[src/rtl/frfcfs_pkg.sv]
package frfcfs_pkg;
  // Strobes passed from the control module to the datapath each cycle.
  typedef struct packed {
    logic doEnq;     // accept the offered request into the queue tail
    logic doIssue;   // remove the picked request and start its bank
  } ctrlStrb_t;
endpackage

[src/rtl/frfcfs_ctrl.sv]
module frfcfs_ctrl
  import frfcfs_pkg::*;
#(
  parameter int SLOT_CYCLES = 10,
  localparam int SLOT_W = $clog2(SLOT_CYCLES + 1)
) (
  input  logic       clk,
  input  logic       rstN,
  input  logic       enqValid,
  input  logic       qFull,
  input  logic       memReady,
  input  logic       anyElig,
  output ctrlStrb_t  strb
);

  logic [SLOT_W-1:0] slotCnt;
  logic              slotOpen;

  assign slotOpen = (slotCnt == '0);

  always_comb begin
    strb.doIssue = slotOpen && memReady && anyElig;
    strb.doEnq   = enqValid && !qFull;
  end

  // Cool-down between issues: loaded with SLOT_CYCLES-1 on an issue, so the
  // earliest following issue is SLOT_CYCLES cycles later.
  always_ff @(posedge clk) begin
    if (!rstN) begin
      slotCnt <= '0;
    end else if (strb.doIssue) begin
      slotCnt <= SLOT_W'(SLOT_CYCLES - 1);
    end else if (!slotOpen) begin
      slotCnt <= slotCnt - 1'b1;
    end
  end

endmodule

[src/rtl/frfcfs_datapath.sv]
module frfcfs_datapath
  import frfcfs_pkg::*;
#(
  parameter int ADDR_W       = 32,
  parameter int LINE_BYTES   = 64,
  parameter int COLS_PER_ROW = 32,
  parameter int NUM_BANKS    = 8,
  parameter int QDEPTH       = 4,
  parameter int ID_W         = 4,
  parameter int HIT_LAT      = 50,
  parameter int MISS_LAT     = 250,
  localparam int OFF_W    = $clog2(LINE_BYTES),
  localparam int COL_W    = $clog2(COLS_PER_ROW),
  localparam int BANK_W   = $clog2(NUM_BANKS),
  localparam int ROW_W    = ADDR_W - OFF_W - COL_W - BANK_W,
  localparam int COL_LSB  = OFF_W,
  localparam int BANK_LSB = OFF_W + COL_W,
  localparam int ROW_LSB  = OFF_W + COL_W + BANK_W,
  localparam int IDX_W    = $clog2(QDEPTH),
  localparam int QCNT_W   = $clog2(QDEPTH + 1),
  localparam int LAT_W    = $clog2(HIT_LAT + MISS_LAT + 1)
) (
  input  logic                        clk,
  input  logic                        rstN,
  input  ctrlStrb_t                   strb,
  input  logic [ADDR_W-1:0]           enqAddr,
  input  logic [ID_W-1:0]             enqTag,
  output logic                        qFull,
  output logic                        anyElig,
  output logic [ID_W-1:0]             pickTag,
  output logic [BANK_W-1:0]           pickBank,
  output logic [ROW_W-1:0]            pickRow,
  output logic [COL_W-1:0]            pickCol,
  output logic                        pickHit,
  output logic [NUM_BANKS-1:0]        doneValid,
  output logic [NUM_BANKS*ID_W-1:0]   doneTag
);

  // ---------------- request queue (index 0 is the oldest) ----------------
  logic [BANK_W-1:0] qBank [QDEPTH];
  logic [ROW_W-1:0]  qRow  [QDEPTH];
  logic [COL_W-1:0]  qCol  [QDEPTH];
  logic [ID_W-1:0]   qTag  [QDEPTH];
  logic [QCNT_W-1:0] qCount;

  logic [BANK_W-1:0] nBank [QDEPTH];
  logic [ROW_W-1:0]  nRow  [QDEPTH];
  logic [COL_W-1:0]  nCol  [QDEPTH];
  logic [ID_W-1:0]   nTag  [QDEPTH];
  logic [QCNT_W-1:0] nCount;
  logic [QCNT_W-1:0] cntAfterIssue;

  // Byte-within-line bits carry no scheduling meaning.
  logic unusedOffBits;
  assign unusedOffBits = ^enqAddr[OFF_W-1:0];

  // ---------------- per-bank state ----------------
  logic [NUM_BANKS-1:0] bankFree;
  logic [NUM_BANKS-1:0] bankOpen;
  logic [ROW_W-1:0]     bankRow [NUM_BANKS];

  // ---------------- per-entry qualification ----------------
  logic [QDEPTH-1:0] eElig;
  logic [QDEPTH-1:0] eHit;
  logic [IDX_W-1:0]  pickIdx;

  assign qFull = (qCount == QCNT_W'(QDEPTH));

  for (genvar e = 0; e < QDEPTH; e++) begin : g_entry
    assign eElig[e] = (QCNT_W'(e) < qCount) && bankFree[qBank[e]];
    assign eHit[e]  = bankOpen[qBank[e]] && (bankRow[qBank[e]] == qRow[e]);
  end

  // Two priority searches: oldest eligible hit, else oldest eligible.
  always_comb begin
    logic             hitFound;
    logic [IDX_W-1:0] hitIdx;
    logic [IDX_W-1:0] oldIdx;
    hitFound = 1'b0;
    hitIdx   = '0;
    oldIdx   = '0;
    anyElig  = 1'b0;
    for (int i = QDEPTH - 1; i >= 0; i--) begin
      if (eElig[i]) begin
        oldIdx  = IDX_W'(i);
        anyElig = 1'b1;
        if (eHit[i]) begin
          hitIdx   = IDX_W'(i);
          hitFound = 1'b1;
        end
      end
    end
    pickIdx = hitFound ? hitIdx : oldIdx;
  end

  assign pickTag  = qTag[pickIdx];
  assign pickBank = qBank[pickIdx];
  assign pickRow  = qRow[pickIdx];
  assign pickCol  = qCol[pickIdx];
  assign pickHit  = eHit[pickIdx];

  // Collapse the picked slot, then append the accepted request at the tail.
  always_comb begin
    logic [IDX_W-1:0] src;
    for (int i = 0; i < QDEPTH; i++) begin
      src = IDX_W'(i);
      if (strb.doIssue && (IDX_W'(i) >= pickIdx) && (i < QDEPTH - 1)) begin
        src = IDX_W'(i + 1);
      end
      nBank[i] = qBank[src];
      nRow[i]  = qRow[src];
      nCol[i]  = qCol[src];
      nTag[i]  = qTag[src];
    end
    cntAfterIssue = qCount - (strb.doIssue ? QCNT_W'(1) : QCNT_W'(0));
    if (strb.doEnq) begin
      nBank[cntAfterIssue[IDX_W-1:0]] = enqAddr[BANK_LSB +: BANK_W];
      nRow[cntAfterIssue[IDX_W-1:0]]  = enqAddr[ROW_LSB +: ROW_W];
      nCol[cntAfterIssue[IDX_W-1:0]]  = enqAddr[COL_LSB +: COL_W];
      nTag[cntAfterIssue[IDX_W-1:0]]  = enqTag;
    end
    nCount = cntAfterIssue + (strb.doEnq ? QCNT_W'(1) : QCNT_W'(0));
  end

  always_ff @(posedge clk) begin
    if (!rstN) begin
      qCount <= '0;
      for (int i = 0; i < QDEPTH; i++) begin
        qBank[i] <= '0;
        qRow[i]  <= '0;
        qCol[i]  <= '0;
        qTag[i]  <= '0;
      end
    end else begin
      qCount <= nCount;
      for (int i = 0; i < QDEPTH; i++) begin
        qBank[i] <= nBank[i];
        qRow[i]  <= nRow[i];
        qCol[i]  <= nCol[i];
        qTag[i]  <= nTag[i];
      end
    end
  end

  // ---------------- one service timer per bank ----------------
  for (genvar b = 0; b < NUM_BANKS; b++) begin : g_bank
    logic [LAT_W-1:0] busyCnt;
    logic [ID_W-1:0]  curTag;
    logic             issueHere;

    assign issueHere = strb.doIssue && (pickBank == BANK_W'(b));

    always_ff @(posedge clk) begin
      if (!rstN) begin
        busyCnt     <= '0;
        curTag      <= '0;
        bankOpen[b] <= 1'b0;
        bankRow[b]  <= '0;
      end else if (issueHere) begin
        busyCnt     <= pickHit ? LAT_W'(HIT_LAT) : LAT_W'(MISS_LAT);
        curTag      <= pickTag;
        bankOpen[b] <= 1'b1;
        bankRow[b]  <= pickRow;
      end else if (busyCnt != '0) begin
        busyCnt <= busyCnt - 1'b1;
      end
    end

    // The final service cycle is also the first cycle a new request may go.
    assign bankFree[b]               = (busyCnt <= LAT_W'(1));
    assign doneValid[b]              = (busyCnt == LAT_W'(1));
    assign doneTag[b*ID_W +: ID_W]   = curTag;
  end

endmodule

[src/rtl/frfcfs_sched.sv]
module frfcfs_sched
  import frfcfs_pkg::*;
#(
  parameter int ADDR_W       = 32,
  parameter int LINE_BYTES   = 64,
  parameter int COLS_PER_ROW = 32,
  parameter int NUM_BANKS    = 8,
  parameter int QDEPTH       = 4,
  parameter int ID_W         = 4,
  parameter int HIT_LAT      = 50,
  parameter int MISS_LAT     = 250,
  parameter int SLOT_CYCLES  = 10,
  localparam int BANK_W = $clog2(NUM_BANKS),
  localparam int COL_W  = $clog2(COLS_PER_ROW),
  localparam int ROW_W  = ADDR_W - $clog2(LINE_BYTES) - COL_W - BANK_W
) (
  input  logic                       clk,
  input  logic                       rstN,
  input  logic                       enqValid,
  input  logic [ADDR_W-1:0]          enqAddr,
  input  logic [ID_W-1:0]            enqTag,
  output logic                       enqReady,
  input  logic                       memReady,
  output logic                       issValid,
  output logic [ID_W-1:0]            issTag,
  output logic [BANK_W-1:0]          issBank,
  output logic [ROW_W-1:0]           issRow,
  output logic [COL_W-1:0]           issCol,
  output logic                       issHit,
  output logic [NUM_BANKS-1:0]       doneValid,
  output logic [NUM_BANKS*ID_W-1:0]  doneTag
);

  ctrlStrb_t strb;
  logic      qFull;
  logic      anyElig;

  frfcfs_ctrl #(
    .SLOT_CYCLES (SLOT_CYCLES)
  ) u_ctrl (
    .clk      (clk),
    .rstN     (rstN),
    .enqValid (enqValid),
    .qFull    (qFull),
    .memReady (memReady),
    .anyElig  (anyElig),
    .strb     (strb)
  );

  frfcfs_datapath #(
    .ADDR_W       (ADDR_W),
    .LINE_BYTES   (LINE_BYTES),
    .COLS_PER_ROW (COLS_PER_ROW),
    .NUM_BANKS    (NUM_BANKS),
    .QDEPTH       (QDEPTH),
    .ID_W         (ID_W),
    .HIT_LAT      (HIT_LAT),
    .MISS_LAT     (MISS_LAT)
  ) u_dp (
    .clk       (clk),
    .rstN      (rstN),
    .strb      (strb),
    .enqAddr   (enqAddr),
    .enqTag    (enqTag),
    .qFull     (qFull),
    .anyElig   (anyElig),
    .pickTag   (issTag),
    .pickBank  (issBank),
    .pickRow   (issRow),
    .pickCol   (issCol),
    .pickHit   (issHit),
    .doneValid (doneValid),
    .doneTag   (doneTag)
  );

  assign enqReady = !qFull;
  assign issValid = strb.doIssue;

endmodule

[config.mk]
export PLATFORM = sky130hd
export DESIGN_NAME = frfcfs_sched
export DESIGN_NICKNAME = d
export VERILOG_FILES = /design/src/rtl/frfcfs_pkg.sv /design/src/rtl/frfcfs_ctrl.sv /design/src/rtl/frfcfs_datapath.sv /design/src/rtl/frfcfs_sched.sv
export SDC_FILE = /design/constraint.sdc
export NUM_CORES = 1
export LEC_CHECK = 0
export CORE_MARGIN = 2
export CORE_UTILIZATION = 30
export CTS_CLUSTER_DIAMETER = 200
export DETAILED_ROUTE_END_ITERATION = 12
export GPL_ROUTABILITY_DRIVEN = 0
export PLACE_DENSITY = 0.51
export SYNTH_ARGS = -nofsm -noshare
export SYNTH_HDL_FRONTEND = slang
export SYNTH_SLANG_ARGS = --single-unit
[constraint.sdc]
create_clock -name clk -period 9.3 [get_ports clk]
set_input_delay 0.93 -clock clk [delete_from_list [all_inputs] [get_ports clk]]
set_output_delay 0.93 -clock clk [all_outputs]
set_load 0.05 [all_outputs]
==> results of run 1 <==
[final timing paths]
kind,end,slack (ns),cells after the start
max,issTag[0],1.44,12
min,u_dp.g_bank[5].curTag[1]$_SDFFE_PN0P_,0.46,2
max reg2reg,u_dp.bankRow[2][6]$_SDFFCE_PN0P_,1.89,13
min reg2reg,u_dp.g_bank[5].curTag[1]$_SDFFE_PN0P_,0.46,2
[state kept, by name, summed over array words and instances (netlist names), named ones only]
register             count
u_dp.qRow               54
u_dp.g_bank.curTag      32
u_dp.g_bank.busyCnt     72
u_dp.qCol               15
u_dp.bankOpen            8
u_dp.qBank               9
u_dp.qTag               12
u_ctrl.slotCnt           4
u_dp.qCount              3
u_dp.bankRow           144
[kinds of logic (layout without fill, tap and decap cells)]
logic type / count (synthesis) / count (layout)
AOI/OAI and AO/OA: 488 / 488
xor gates and xnor gates: 114 / 114
adders and majority gates: 30 / 30
buffers and inverters: 226 / 276
DFF: 383 / 383
muxes: 367 / 367
other: 0 / 2
and+or+nand+nor: 864 / 864
[worst max-delay path: stages, from the launching register on]
cell and delay, ns:
dfxtp_2 0.84, buf_4 0.68, nor2b_1 0.48, a22oi_1 0.20, a21oi_1 0.37, o22a_1 0.19
nand4_1 0.28, nor4_4 0.43, a211o_2 0.36, nand2_2 0.71, nand3_1 0.75, and2_1 0.21
clkdlybuf4s50_1 0.81
[layer usage]
metal,GRT usage [%],up-vias,routed length [um]
met1,30.17,10840,39250
met2,36.28,1265,44040
met3,4.525,238,9851
li1,-,9347,-
met5,0,-,0
met4,10.09,0,4468
[area by class of cell]
| class | count | area, um2 | area share (%) |
|---|---|---|---|
| sequential | 383 | 9120 | 33.04 |
| clock buffer | 65 | 1306 | 4.733 |
| antenna | 2 | 5.005 | 0.01813 |
| clock inverter | 18 | 177.7 | 0.6437 |
| multi-input combinational | 1863 | 14080 | 51.03 |
| inverter | 38 | 145.1 | 0.5259 |
| tap | 1060 | 1326 | 4.805 |
| timing repair buffer | 155 | 1436 | 5.204 |
[cell usage in the layout, fill, tap and decap left out, types with 12 or more instances in the layout]
| cell type | instances |
|---|---|
| a211oi_1 | 69 |
| a22oi_1 | 47 |
| nand4_1 | 14 |
| o22ai_1 | 21 |
| mux4_2 | 97 |
| clkdlybuf4s50_1 | 105 |
| clkbuf_1 | 12 |
| xor2_1 | 49 |
| ha_1 | 30 |
| buf_4 | 48 |
| dfxtp_1 | 232 |
| o221ai_1 | 16 |
| edfxtp_1 | 144 |
| mux2_2 | 34 |
| nor3_1 | 49 |
| a21oi_1 | 124 |
| nor2b_1 | 15 |
| nor4_1 | 14 |
| nor2_1 | 238 |
| xnor2_1 | 65 |
| and3_1 | 27 |
| and2_1 | 32 |
| inv_1 | 31 |
| nand2_1 | 208 |
| o2111ai_1 | 21 |
| o21ai_0 | 65 |
| mux2i_1 | 231 |
| and4_1 | 73 |
| clkbuf_16 | 48 |
| nand3_1 | 120 |
| a31oi_1 | 39 |
| nand2b_1 | 23 |
[power breakdown]
group	internal, mW	switching [mW]	leakage [nW]
registers	2.09	0.583	3.44
logic	1.83	3.43	5.61
clock network	1.06	0.747	0.733
total	4.99	4.76	9.79
[through the flow]
step                      hold slack [ns]  worst slack [ns]  power, mW
after floorplan                    0.4489             4.138      5.974
after global placement             0.4437             2.179      7.719
after detailed placement           0.4452             2.179      7.808
after CTS                          0.4561             1.570      9.635
after global routing               0.4775             1.262      10.14
final                              0.4568             1.437      9.745
==> impl_metrics.toml, run 1 <==
[critical_path]
crit_type = "register to output pin"
start_kind = "register"
crit_path_max_fanout = 38
required_ns = 8.37
startpoint = "u_dp.qBank[2][1]$_SDFF_PN0_"
arrival_ns = 6.93
r2r-start = "u_dp.qBank[2][1]$_SDFF_PN0_"
cp-end-kind = "output pin"

[cells_and_area]
drive_gt1_share_pct = 12.45
final_area_um2 = 27600
fin_util_pct = 34.43
final_net_count = 2556
stdcell_count = 3584
area_growth_pct = 14.27
n_fill_cell = 8134

[clock_network]
cts_resized = 0
ctsLongestPathBuffers = 3
htree_levels = 2
postCtsSetupBuffers = 0
clkTransAtPathRegs_ns = 0.06
clkLatencyLatePin_ns = 0.60
ctsHoldBuffers = 0
root_buffer = "clkbuf_16"
cts_tree = "done"
clock_sinks = 383
cts_made_buffers = 45

[synth]
synth_area_um2 = 24150
synth_ff_type = "dfxtp_1"
synth-compound-area-share_pct = 13.77
synthSimpleGateAreaFrac_pct = 18.05
synth_common_cells = "239 x dfxtp_1, 238 x nor2_1, 235 x mux2i_1"
ys_async_sr_fraction_pct = 0
seq_area_frac_synth_pct = 37.71
yosysTopAreaCell = "dfxtp_1"
ys_warn_count = 0
synth-xor-area-share_pct = 4.134
synth_edf_count = 144
synth_area_leaders = "dfxtp_1 20%, edfxtp_1 18%, mux2i_1 9.7%, mux4_2 9.0%, nor2_1 3.7%"
syn_nets = 2542
synth_cell_types = 87
syn_area_per_cell_um2 = 9.771
ys_seq_elements = 383
synthCells = 2472
yosys-mux-area-fraction_pct = 20.43
synth.most_common_cell = "dfxtp_1"
synthAdderAreaFrac_pct = 1.554
synth_top_family_by_area = "multiplexers"
synth.top_cell.area_share_pct = 19.81

[routing]
via_per_inst = 6.051
drt-initial-drc-count = 2397
routed_wl_mm = 97.62
drc = 0
wl_per_cell_um = 27.24
ant_nets = 0
dr.pass1.iters = 6
num_vias = 21690

[worst_hold_path]
hp-class = "register to register"
min-delay-start = "u_dp.g_bank[5].curTag[1]$_SDFFE_PN0P_"

[floorplanning]
dieArea_um2 = 82800
die_y_um = 287.7
core_um2 = 80160
rows = 104
start_util_pct = 30.13
num_io_pins = 113
die_x_um = 287.7

[global_route]
grt_pass1_vias = 20780
grtUsageTotal_pct = 22.88
grt_overflow = 0
antenna_found_initial = 0
grt_max_degree = 95
grt_first_pass_wirelength_mm = 141.0

[timing]
period_needed_ns = 7.863
worst_pin_slew_ns = 1.371
hold_violations = 0
maxSlewHeadroom_pct = 8.423
finalSetupViolations = 0
drv_slew = 0
skew_ns = 0.02484
rsz0062_at_grt = "false"
max_freq_ghz = 0.1272
totalNegativeSetupSlack_ns = 0
fin_crit_sh_pct = 84.54

[run]
drv_cap = 0

[placed_design]
placed_area_um2 = 26110
io_buffers = 106
placed_cells = 3499
dp_hpwl_mm = 65.77

[pwr]
power.leakage_nw = 9.791
ir_worst_vdd_mv = 0.1747
p_per_area_nw_per_um2 = 353.1

[status]
status = "completed"
Power figures use the tool's default switching activity.
==> run 2, diff against run 1 <==
PLACE_DENSITY = 0.53   (was 0.51)
clock period = 7.2 ns   (was 9.3 ns; I/O delays follow)
==> impl_metrics.toml, run 2 (synthesized netlist as in run 1, its figures left out) <==
[routing]
num_vias = 21450
via_per_inst = 5.963
dr.pass1.iters = 7
routed_wl_mm = 94.42
wl_per_cell_um = 26.25
drc = 0
drt-initial-drc-count = 2300
ant_nets = 0

[clock_network]
cts_made_buffers = 43
ctsHoldBuffers = 0
clkLatencyLatePin_ns = 0.59
cts_tree = "done"
root_buffer = "clkbuf_16"
clkTransAtPathRegs_ns = 0.06
cts_resized = 0
htree_levels = 2
postCtsSetupBuffers = 0
ctsLongestPathBuffers = 3
clock_sinks = 383

[timing]
maxSlewHeadroom_pct = 11.66
fin_crit_sh_pct = 97.26
drv_slew = 0
skew_ns = 0.02277
totalNegativeSetupSlack_ns = 0
worst_pin_slew_ns = 1.313
max_freq_ghz = 0.1428
setup_ws_ns = 0.1974
rsz0062_at_grt = "false"
period_needed_ns = 7.003
finalSetupViolations = 0
hold_violations = 0
whs_ns = 0.4563

[cells_and_area]
final_common_cell = "nor2_1"
area_growth_pct = 15.26
top_register = "u_dp.bankRow"
n_fill_cell = 8075
final_net_count = 2578
final_cell_mix = "238 x nor2_1, 232 x mux2i_1, 232 x dfxtp_1"
drive_gt1_share_pct = 14.11
n_antenna_cell = 0
largest_register_ffs = 144
reg.largest.list = "u_dp.bankRow (144), u_dp.g_bank.busyCnt (72), u_dp.qRow (54)"

[placed_design]
dp_hpwl_mm = 66.72
io_buffers = 106
pre_cts_slack_ns = 0.9673

[global_route]
antenna_found_initial = 0
grt_overflow = 0
grtUsageTotal_pct = 22.19
grt_max_degree = 73
grt_pass1_vias = 20720
grt_first_pass_wirelength_mm = 137.9

[critical_path]
required_ns = 6.48
timing.rr.end = "u_dp.bankRow[3][1]$_SDFFCE_PN0P_"
crit_path_max_fanout = 17
r2r_slack_ns = 0.87
rr_worst_depth = 15
cp-end-kind = "output pin"
start_kind = "register"
crit_type = "register to output pin"
arrival_ns = 6.28

[worst_hold_path]
hold_end = "u_dp.g_bank[3].curTag[1]$_SDFFE_PN0P_"
min-delay-start = "u_dp.g_bank[3].curTag[1]$_SDFFE_PN0P_"
hold_depth = 2
hp-class = "register to register"

[status]
status = "completed"

[pwr]
p_per_area_nw_per_um2 = 451.7
pwr-share-clk_pct = 17.1
p_switching_mw = 6.045
p_int_mw = 6.531
seq_power_share_pct = 27.5
power.leakage_nw = 9.977
combPwrFrac_pct = 55.4
p_sw_share_pct = 48.07
ir_worst_vdd_mv = 0.2004

[run]
drv_cap = 0

[floorplanning]
core_um2 = 80160
dieArea_um2 = 82800
num_io_pins = 113
rows = 104
start_util_pct = 30.13
die_y_um = 287.7
die_x_um = 287.7
run 2: cell types whose count changed in the layout (fill, tap and decap cells not counted), moves of 3 or more:
| cell | before | now |
|---|---|---|
| buf_4 | 48 | 78 |
| buf_12 | 1 | 26 |
| nand2_2 | 6 | 2 |
| clkbuf_16 | 48 | 45 |
| clkbuf_1 | 12 | 8 |
| nand2_1 | 208 | 212 |
| clkdlybuf4s50_1 | 105 | 74 |
run 2: per-stage QoR:
stage / instance area [um2] / utilization [%] / cells / power [mW]
after floorplan: 24150 / - / 2472 / 7.717
after global routing: 27840 / 34.73 / 3597 / 13.14
after global placement: 26500 / 33.05 / 3523 / 10.16
final: 27840 / 34.73 / 3597 / 12.58
after detailed placement: 26500 / 33.05 / 3523 / 10.29
after CTS: 27840 / 34.73 / 3597 / 12.47
run 2: layout make-up:
cell class                 count  area [um2]  area share (%)
multi-input combinational   1863       14050           50.48
sequential                   383        9120           32.76
timing repair buffer         179        1852           6.652
tap                         1060        1326           4.764
clock buffer                  58        1225           4.400
inverter                      38       145.1          0.5213
clock inverter                16       118.9          0.4270
run 2: how the worst max path moves through the flow:
stage                                           start   endpoint  slack (ns)  cells past startpoint
2_1_floorplan                                register  issCol[0]        2.25                     16
3_3_place_gp   u_dp.g_bank[6].busyCnt[2]$_SDFFE_PN0P_  issTag[0]        1.06                     11
3_5_place_dp   u_dp.g_bank[6].busyCnt[2]$_SDFFE_PN0P_  issTag[0]        0.97                     11
4_1_cts        u_dp.g_bank[6].busyCnt[2]$_SDFFE_PN0P_  issTag[0]        0.34                     11
5_1_grt        u_dp.g_bank[6].busyCnt[2]$_SDFFE_PN0P_  issTag[1]        0.09                     11
6_report       u_dp.g_bank[6].busyCnt[2]$_SDFFE_PN0P_  issTag[0]        0.20                     11
run 2: metal layers:
metal | vias to the layer above | GRT usage, % | part of all wire (%) | wire, um
met4 | 0 | 10.43 | 4.9 | 4603
met3 | 226 | 4.683 | 9.7 | 9152
met2 | 1198 | 34.41 | 44 | 41980
met5 | - | 0 | 0 | 0
met1 | 10650 | 29.45 | 41 | 38680
li1 | 9376 | - | - | -
run 2: power groups by stage:
stage          clock [mW]  sequential [mW]  combinational (mW)
6_report             2.15             3.46                6.96
2_1_floorplan           0             3.06                4.66
3_3_place_gp            0             3.43                6.73
5_1_grt              2.26             3.50                7.38
3_5_place_dp            0             3.46                6.84
4_1_cts              2.18             3.42                6.87
run 2: worst max-delay path: stages, from the launching register on:
cell	delay [ns]
dfxtp_1	0.34
nor4_1	1.10
nand2b_1	0.23
nor3_1	0.43
a32oi_1	0.18
a21oi_1	0.79
nor3_1	0.10
a211o_2	0.45
nand2_1	0.75
nand3_1	0.71
and2_1	0.43
buf_12	0.16
==> run 3, diff against run 2 <==
HOLD_SLACK_MARGIN = 0.12   (was default)
==> results of run 3 <==
Same layout as run 2: the final DEF is identical, and so are final timing and power.
